<file path="src/rtl/rmw_pkg.sv">
package rmw_pkg;

    localparam int OP_W = 3;

    typedef enum logic [OP_W-1:0] {
        OP_DECCMP = 3'd0,
        OP_INCSUB = 3'd1,
        OP_ROLAND = 3'd2,
        OP_RORADD = 3'd3,
        OP_STAND  = 3'd4,
        OP_SHLOR  = 3'd5,
        OP_SHRXOR = 3'd6,
        OP_NONE   = 3'd7
    } rmw_op_e;

    typedef struct packed {
        logic c;
        logic z;
        logic n;
        logic v;
    } flags_t;

endpackage

</file>
<file path="src/rtl/rmw_modify.sv">
// First stage: alters the fetched memory operand.
module rmw_modify
    import rmw_pkg::*;
#(
    parameter int W = 8
) (
    input  rmw_op_e        op,
    input  logic [W-1:0]   mem,
    input  logic           c_in,
    output logic [W-1:0]   mod,
    output logic           c_mod,
    output logic           wr_req
);
    localparam int MSB = W - 1;

    always_comb begin
        mod    = mem;
        c_mod  = c_in;
        wr_req = (op != OP_NONE);
        case (op)
            OP_DECCMP: mod = mem - W'(1);
            OP_INCSUB: mod = mem + W'(1);
            OP_ROLAND: begin
                mod   = {mem[MSB-1:0], c_in};
                c_mod = mem[MSB];
            end
            OP_RORADD: begin
                mod   = {c_in, mem[MSB:1]};
                c_mod = mem[0];
            end
            OP_SHLOR: begin
                mod   = {mem[MSB-1:0], 1'b0};
                c_mod = mem[MSB];
            end
            OP_SHRXOR: begin
                mod   = {1'b0, mem[MSB:1]};
                c_mod = mem[0];
            end
            default: ;
        endcase
    end
endmodule

</file>
<file path="src/rtl/rmw_adder.sv">
// Shared binary adder with carry-out and signed-overflow detect.
module rmw_adder #(
    parameter int W = 8
) (
    input  logic [W-1:0] a,
    input  logic [W-1:0] b,
    input  logic         cin,
    output logic [W-1:0] sum,
    output logic         cout,
    output logic         ovf
);
    localparam int MSB = W - 1;
    logic [W:0] full;

    always_comb begin
        full = {1'b0, a} + {1'b0, b} + {{W{1'b0}}, cin};
        sum  = full[MSB:0];
        cout = full[W];
        ovf  = ~(a[MSB] ^ b[MSB]) & (a[MSB] ^ full[MSB]);
    end
endmodule

</file>
<file path="src/rtl/rmw_accstep.sv">
// Second stage: applies the accumulator step to the modified byte.
module rmw_accstep
    import rmw_pkg::*;
#(
    parameter int W = 8
) (
    input  rmw_op_e        op,
    input  logic [W-1:0]   acc,
    input  logic [W-1:0]   x,
    input  logic [W-1:0]   mod,
    input  logic           c_mod,
    input  flags_t         f_in,
    output logic [W-1:0]   acc_out,
    output logic [W-1:0]   wdata,
    output flags_t         f_out
);
    localparam int MSB = W - 1;

    logic [W-1:0] add_b;
    logic         add_cin;
    logic [W-1:0] add_sum;
    logic         add_cout;
    logic         add_ovf;
    logic         nz_upd;

    // Operand select for the single shared adder
    always_comb begin
        add_b   = ~mod;
        add_cin = 1'b1;
        if (op == OP_INCSUB) begin
            add_cin = f_in.c;
        end else if (op == OP_RORADD) begin
            add_b   = mod;
            add_cin = c_mod;
        end
    end

    rmw_adder #(.W(W)) add_i (
        .a    (acc),
        .b    (add_b),
        .cin  (add_cin),
        .sum  (add_sum),
        .cout (add_cout),
        .ovf  (add_ovf)
    );

    always_comb begin
        acc_out = acc;
        wdata   = mod;
        f_out   = f_in;
        nz_upd  = 1'b0;
        case (op)
            OP_DECCMP: begin
                f_out.c = add_cout;
                f_out.z = (add_sum == '0);
                f_out.n = add_sum[MSB];
            end
            OP_INCSUB, OP_RORADD: begin
                acc_out = add_sum;
                f_out.c = add_cout;
                f_out.v = add_ovf;
                nz_upd  = 1'b1;
            end
            OP_ROLAND: begin
                acc_out = acc & mod;
                f_out.c = c_mod;
                nz_upd  = 1'b1;
            end
            OP_SHLOR: begin
                acc_out = acc | mod;
                f_out.c = c_mod;
                nz_upd  = 1'b1;
            end
            OP_SHRXOR: begin
                acc_out = acc ^ mod;
                f_out.c = c_mod;
                nz_upd  = 1'b1;
            end
            OP_STAND: wdata = acc & x;
            default: ;
        endcase
        if (nz_upd) begin
            f_out.z = (acc_out == '0);
            f_out.n = acc_out[MSB];
        end
    end
endmodule

</file>
<file path="src/rtl/rmw_alu.sv">
module rmw_alu
    import rmw_pkg::*;
#(
    parameter int W = 8
) (
    input  logic         clk,
    input  logic         rst_n,
    input  logic         in_valid,
    input  logic [2:0]   in_op,
    input  logic [W-1:0] in_mem,
    input  logic [W-1:0] in_acc,
    input  logic [W-1:0] in_x,
    input  logic         in_c,
    input  logic         in_z,
    input  logic         in_n,
    input  logic         in_v,
    output logic         out_valid,
    output logic         out_wr,
    output logic [W-1:0] out_mem,
    output logic [W-1:0] out_acc,
    output logic         out_c,
    output logic         out_z,
    output logic         out_n,
    output logic         out_v
);
    typedef struct packed {
        logic         vld;
        logic         wr;
        logic [W-1:0] mem;
        logic [W-1:0] acc;
        flags_t       f;
    } res_t;

    res_t         res_d, res_q;
    rmw_op_e      op_w;
    flags_t       f_in_w, f_out_w;
    logic [W-1:0] mod_w, acc_w, wdat_w;
    logic         cmod_w, wreq_w;

    assign op_w   = rmw_op_e'(in_op);
    assign f_in_w = '{c: in_c, z: in_z, n: in_n, v: in_v};

    rmw_modify #(.W(W)) mod_i (
        .op     (op_w),
        .mem    (in_mem),
        .c_in   (in_c),
        .mod    (mod_w),
        .c_mod  (cmod_w),
        .wr_req (wreq_w)
    );

    rmw_accstep #(.W(W)) acc_i (
        .op      (op_w),
        .acc     (in_acc),
        .x       (in_x),
        .mod     (mod_w),
        .c_mod   (cmod_w),
        .f_in    (f_in_w),
        .acc_out (acc_w),
        .wdata   (wdat_w),
        .f_out   (f_out_w)
    );

    always_comb begin
        res_d     = res_q;
        res_d.vld = in_valid;
        res_d.wr  = in_valid & wreq_w;
        if (in_valid) begin
            res_d.mem = wdat_w;
            res_d.acc = acc_w;
            res_d.f   = f_out_w;
        end
    end

    always_ff @(posedge clk) begin
        if (!rst_n) res_q <= '0;
        else        res_q <= res_d;
    end

    assign out_valid = res_q.vld;
    assign out_wr    = res_q.wr;
    assign out_mem   = res_q.mem;
    assign out_acc   = res_q.acc;
    assign out_c     = res_q.f.c;
    assign out_z     = res_q.f.z;
    assign out_n     = res_q.f.n;
    assign out_v     = res_q.f.v;
endmodule

</file>
<file path="config.mk">
export PLATFORM = sky130hd
export DESIGN_NAME = rmw_alu
export DESIGN_NICKNAME = d
export VERILOG_FILES = /design/src/rtl/rmw_pkg.sv /design/src/rtl/rmw_modify.sv /design/src/rtl/rmw_adder.sv /design/src/rtl/rmw_accstep.sv /design/src/rtl/rmw_alu.sv
export SDC_FILE = /design/constraint.sdc
export NUM_CORES = 1
export LEC_CHECK = 0
export ABC_AREA = 1
export ABC_CLOCK_PERIOD_IN_PS = 10470
export CORE_MARGIN = 10
export CORE_UTILIZATION = 50
export DETAILED_ROUTE_END_ITERATION = 16
export DONT_BUFFER_PORTS = 1
export PLACE_DENSITY = 0.73
export SYNTH_ARGS = -nofsm -noshare
export SYNTH_HDL_FRONTEND = slang
export SYNTH_SLANG_ARGS = --single-unit
</file>
<file path="constraint.sdc">
create_clock -name clk -period 10.47 [get_ports clk]
set_input_delay 2.094 -clock clk [delete_from_list [all_inputs] [get_ports clk]]
set_output_delay 2.094 -clock clk [all_outputs]
set_load 0.005 [all_outputs]
</file>
-- After elaboration in Yosys (flattened, before gate mapping)
Cells that the tools add are included.
- flip-flop bits (word level): 22
- latch bits: 0
- bits in writable memories: 0
- bits in read-only memories: 0
- input bits: 34
- output and inout bits: 22
- word-level logic and storage cells: 50
- memories: 0
- $add $sub $neg: 4
- multipliers: 0
- divide/modulo/power cells: 0
- order comparisons: 0
- equality and inequality tests: 7
- shifts and indexed selects: 0
- muxes and demuxes: 13
- bitwise gates (word level): 10
- reduce and logical (&&, ||, !) cells: 8
- operators with widths (operator ; count):
    $pmux 8 s6 ; 1
    $pmux 8 s4 ; 1
    $mux 8 ; 3
    $and 8x8->8 ; 2
    $logic_not 8->1 ; 2
    $add 8x8->9 ; 1
    $add 9x1->9 ; 1
    $eq 3x3->1 const B ; 3
    $add 8x1->8 const B ; 1
    $not 8->8 ; 1
    $or 8x8->8 ; 1
    $sub 8x1->8 const B ; 1
    $xor 8x8->8 ; 1
    $eq 3x2->1 const B ; 2
    $reduce_or 3->1 ; 2
    $mux 1 ; 5
    $reduce_or 5->1 ; 1
    $mux 2 ; 2
    $reduce_or 2->1 ; 2
    $eq 3x1->1 const B ; 1
    $logic_not 3->1 ; 1
    $ne 3x3->1 const B ; 1
    $and 1x1->1 ; 2
    $pmux 1 s2 ; 1
    2 further kinds ; 3

-- Longest topological paths before layout
- depth after elaboration: 10
- depth in mapped cells: 27
- gate-level depth less buffers: 26

-- Cells and area by module
A second synthesis with hierarchy kept.
- cells, all modules: 482
- area, all modules: 3057.9 µm²
- modules (own cells, without submodules) (module ; instances ; cells an instance ; area each (µm²) ; sequential area each (µm²)):
    rmw_accstep ; 1 ; 169 ; 1059.8 ; 0.0
    rmw_alu ; 1 ; 133 ; 943.4 ; 440.4
    rmw_modify ; 1 ; 122 ; 668.1 ; 0.0
    rmw_adder ; 1 ; 58 ; 386.6 ; 0.0

-- Worst setup path before layout
Ideal clock, no wire load.
- path type: input-to-reg
- from: in in_op[2]
- to: reg res_q, in the netlist out_z
- library setup time: 0.119 ns
- data arrival time: 5.093 ns
- data required time: 10.351 ns
- slack: 5.258 ns
- stages: 22
- buffers on the path: 1
- path through: buf_4 > nor2_2 > nand2_1 > ha_1 > nand2_1 > nand2_1 > a21oi_1 > xor2_1 > o211ai_1 > o21ai_1 > xnor2_1 > ha_1 > a21oi_1 > or2_2 > nand4_1 > nand2_1 > o21ai_0 > inv_1 > nand2_1 > nand2_1 > nand3_1 > a21oi_1
- word-level cells in the longest chain between the ends: 10
- elaborated cells between the ends (all ways): 27
- classes of those cells: 2 x add/sub; 5 x eq/ne; 10 x mux; 4 x bitwise; 6 x reduce/logical
- ends and longest elaborated chain (element ; line ; RTL):
    start, declared ; rmw_alu.sv:9 ; input logic [2:0] in_op,
    $eq 3x3->1 (tied with other cells) ; rmw_modify.sv:20, rmw_accstep.sv:52 ;
    $pmux 8 s6 ; rmw_modify.sv:20 ; case (op)
    $not 8->8 ; rmw_accstep.sv:28 ; add_b = ~mod;
    $mux 8 ; rmw_accstep.sv:32 ; end else if (op == OP_RORADD) begin
    $mux 8 ; rmw_accstep.sv:30 ; if (op == OP_INCSUB) begin
    $add 8x8->9 ; rmw_adder.sv:16 ; full = {1'b0, a} + {1'b0, b} + {{W{1'b0}}, cin};
    $add 9x1->9 ; rmw_adder.sv:16 ;
    $pmux 8 s4 / $logic_not 8->1 (equally long branches) ; rmw_accstep.sv:52, rmw_accstep.sv:55 ;
    $logic_not 8->1 / $mux 2 (equally long branches) ; rmw_accstep.sv:83, rmw_accstep.sv:52 ;
    $mux 2 (*) ; rmw_accstep.sv:82 ; if (nz_upd) begin
    end signal, assigned ; rmw_alu.sv:77 ; else res_q <= res_d;
    end, declared ; rmw_alu.sv:34 ; res_t res_d, res_q;
Mark *: on every way between the ends. The rest lies on a longest branch, timed or not.
A chain may end at the register's enable or synchronous reset.

-- Final worst setup path
Ends and elaborated chain as after synthesis.

==> PnR_summary.wiki <==
{| class="wikitable"
! Metric !! Value
|-
| Clock sink total || 22
|-
| Portion of the clock cycle consumed by the worst path in the final layout || 0.524
|-
| Fraction of power consumed by the clock network || 0.208
|-
| Ys flop type || sky130_fd_sc_hd__dfxtp_1
|-
| Final critical-path required period || 5480 ps
|-
| Number of antenna repair diodes || 0
|-
| Most repeated library cell on the critical path || sky130_fd_sc_hd__nand2_1
|-
| Input/output buffers || 0
|-
| Count of state elements after synthesis || 22
|-
| Worst max-slew margin expressed relative to the limit || 0.260
|-
| Vias || 2820
|-
| Clock tree skew after final layout || 0 ps
|-
| Highest fanout seen on the critical path || 11
|-
| GPL Wtd Cong || 0.977
|-
| Finished layout cell area || 2750 um2
|-
| Count of cells resized by post-cts repair || 0
|-
| Arr. time, crit path || 5680 ps
|-
| First-pass GRT wire length || 13.5 mm
|-
| Cell at the root of the clock tree || sky130_fd_sc_hd__clkbuf_8
|-
| Horizontal die dimension || 93.1 um
|-
| Post-CTS setup repair buffer count || 0
|-
| Final Hold Fails || 0
|-
| Count of distinct cell types in the synthesized netlist || 41
|-
| Per-instance average area after synthesis || 6.25 um2
|-
| Depth of the most critical reg-to-reg path || 2
|-
| Mapped Area || 2670 um2
|-
| Crit path launch type || primary input
|-
| # IOs || 56
|-
| Number of warnings reported in the yosys synthesis log || 0
|-
| Vias in the first global route || 2648
|-
| Unrepaired setup endpoints after global routing || no
|-
| Part of the Yosys area used for sequential elements || 0.165
|-
| Clock transition at the register clock pins on the worst setup and hold paths after CTS || 80 ps
|-
| Avg WL per Cell || 17.0 um
|-
| Clk Latency, worst-skew pair || 260 ps
|-
| TritonCTS buffer count || 3
|-
| Die Footprint || 8660 um2
|-
| Initial antenna violation count || 0
|-
| Number of design-rule violations left by the first detailed-router iteration || 158
|-
| Startpoint of the worst setup timing path || in_op[2]
|-
| Leading cell type by number of instances after synthesis || sky130_fd_sc_hd__nand2_1
|-
| Number of pins with negative max-slew slack in the final report || 0
|-
| Setup Crit Path Kind || in2reg
|-
| Post-synth EDFFs || 0
|-
| Share of power burned in registers || 0.329
|-
| Pin count of the biggest net entering global routing || 31
|-
| Core Area || 5140 um2
|-
| Worst Setup End Kind || flip-flop
|-
| Actual slew at the worst max-slew pin || 1100 ps
|-
| Max cap viols || 0
|-
| Wire length reported by the detailed router || 8.31 mm
|-
| Post-layout nets || 487
|-
| Layout cells sized above 1 || 0.0690
|-
| Number of rows in the core area || 26
|-
| Initial standard-cell utilization of the core || 0.519
|-
| Family of cells with the greatest summed delay on the critical path || simple AND/OR/NAND/NOR gates
|-
| Setup TNS || 0 ps
|-
| Vias per cell || 5.76
|-
| Reported leakage power || 1.42 nW
|-
| Remaining DRCs || 0
|-
| Crit-path slowest cell || sky130_fd_sc_hd__ha_1
|-
| H-tree lvl count || 1
|-
| Status || completed
|-
| Fraction of power spent switching nets || 0.407
|-
| Commonest cells post-synth || 112 x sky130_fd_sc_hd__nand2_1, 58 x sky130_fd_sc_hd__inv_1, 31 x sky130_fd_sc_hd__a21oi_1, 31 x sky130_fd_sc_hd__nor2_1, 29 x sky130_fd_sc_hd__ha_1
|-
| DR pass1 iterations || 5
|-
| Layout Area Growth over Synthesis || 3.09%
|-
| Number of fill cells in the layout || 537
|-
| Capture point of the worst path || out_z$_SDFFE_PN0P_
|-
| Share of flip-flops with an asynchronous set or reset || 0
|-
| Post-CTS Hold Fix Bufs || 0
|-
| Height of the chip || 93.1 um
|-
| Critical path buffer and inverter count || 1
|-
| Placement-stage cell area || 2700 um2
|-
| Clock tree from TritonCTS || yes
|-
| Maximum number of buffers from clock root to sink || 2
|-
| Worst vdd rail ir drop || 0.0725 mV
|-
| Cell accounting for the most synthesized area || sky130_fd_sc_hd__dfxtp_1
|-
| CP peak stage delay || 430 ps
|-
| CP Data Required Time || 10660 ps
|-
| Number of nets with antenna violations after detailed routing || 0
|-
| Critical Path, Cell by Cell || nor2_2, nand2_1, ha_1, nand2_1, nand2_1, a21oi_1, xor2_1, o211ai_1, o21ai_1, xnor2_1, ha_1, a21oi_1, or2_2, nand3_1, nand2_1, nand2_1, o21ai_0, inv_1, nand2_1, nand2_1, nand3_1, a21oi_1
|-
| Worst path depth || 22
|-
| Final Util || 0.535
|-
| Net count after synthesis || 493
|-
| Reported net switching power || 0.000119 W
|-
| Half-perimeter wire length after detailed placement || 6.82 mm
|-
| Endpoint of the lowest-slack register-to-register path || out_mem[7]$_SDFFE_PN0P_
|-
| Setup violations, final || 0
|-
| Slack of the worst reg-to-reg path || 9790 ps
|-
| Internal cell power || 0.000173 W
|-
| GRT Util Overall || 0.189
|-
| Logic gate share of total power || 0.463
|-
| Power density of the placed cells || 106 nW/um2
|-
| Area fraction of the dominant cell type after synthesis || 0.165
|-
| Gate Count Post-Synth || 427
|-
| Path category of the worst min-delay check || reg2reg
|-
| Largest cells by area after synthesis || sky130_fd_sc_hd__dfxtp_1 17%, sky130_fd_sc_hd__nand2_1 16%, sky130_fd_sc_hd__ha_1 14%
|-
| Top achievable clock speed || 182 MHz
|-
| Total congestion overflow || 0
|-
| Worst R2R Start || out_mem[7]$_SDFFE_PN0P_
|}
==> how the worst min path moves through the flow <==
stage	startpoint	end	slack (ps)	cells after the start
2_1_floorplan	out_mem[0]$_SDFFE_PN0P_	out_mem[0]$_SDFFE_PN0P_	460	2
3_3_place_gp	out_mem[0]$_SDFFE_PN0P_	out_mem[0]$_SDFFE_PN0P_	480	2
3_5_place_dp	out_mem[2]$_SDFFE_PN0P_	out_mem[2]$_SDFFE_PN0P_	480	2
4_1_cts	out_mem[2]$_SDFFE_PN0P_	out_mem[2]$_SDFFE_PN0P_	490	2
5_1_grt	out_mem[1]$_SDFFE_PN0P_	out_mem[1]$_SDFFE_PN0P_	510	2
6_report	out_mem[4]$_SDFFE_PN0P_	out_mem[4]$_SDFFE_PN0P_	490	2
==> final cells by class <==
| cell class | instances | area (um2) | share of cell area |
|---|---|---|---|
| Multi-Input combinational cell | 329 | 1920 | 0.698 |
| Inverter | 65 | 249 | 0.0905 |
| Sequential cell | 22 | 440 | 0.160 |
| Tap cell | 70 | 87.6 | 0.0318 |
| Clock buffer | 4 | 55.1 | 0.0200 |
==> state kept, by name (all words and copies together) (netlist names) <==
signal	count
out_acc	8
out_mem	8
out_c	1
out_n	1
out_v	1
out_valid	1
out_wr	1
out_z	1
==> cell usage in the layout (no fill, tap or decap), drive strengths merged, types with 4 or more instances in the layout <==
cell | synthesis | layout
a21oi | 31 | 31
clkbuf | 6 | 4
dfxtp | 22 | 22
ha | 29 | 29
inv | 65 | 65
nand2 | 116 | 116
nand3 | 28 | 28
nand4 | 15 | 15
nor2 | 35 | 35
o211ai | 12 | 12
o21ai | 29 | 29
xnor2 | 4 | 4
xor2 | 5 | 5
==> cells by family after synthesis <==
logic type	count (synthesis)	synth area share
buffers and inverters	76	0.118
and+or+nand+nor	201	0.333
DFF	22	0.165
adders and majority gates	32	0.158
xor gates and xnor gates	9	0.0295
AOI/OAI and AO/OA	87	0.196
==> metal layers <==
metal / wire [um] / up-vias / global-route usage
li1: - / 1407 / -
met1: 3510 / 1306 / 0.224
met2: 3970 / 93 / 0.327
met3: 643 / 14 / 0.0480
met4: 185 / 0 / 0.0553
met5: 0 / - / 0
==> through the flow <==
stage | hold WS, ps | instances | worst slack [ps] | total power (W)
2_1_floorplan | 462 | 427 | 5260 | 0.000205
3_3_place_gp | 479 | 486 | 4880 | 0.000230
6_report | 488 | 490 | 4990 | 0.000292
3_5_place_dp | 482 | 486 | 4830 | 0.000231
4_1_cts | 494 | 490 | 5080 | 0.000292
5_1_grt | 514 | 490 | 4530 | 0.000316
==> power by group through the flow <==
stage,Combinational (W),Sequential [W],Clock (W)
6_report,0.000135,0.0000960,0.0000608
5_1_grt,0.000155,0.0000969,0.0000643
4_1_cts,0.000133,0.0000966,0.0000619
3_5_place_dp,0.000132,0.0000985,0
3_3_place_gp,0.000132,0.0000984,0
2_1_floorplan,0.000109,0.0000964,0
==> worst min-delay path: cells and delay by family, from the launching register on <==
family / cells / cell delay (ps)
flops: 1 / 330
simple gates: 1 / 60
compound gates: 1 / 50
Power figures use the tool's default switching activity.
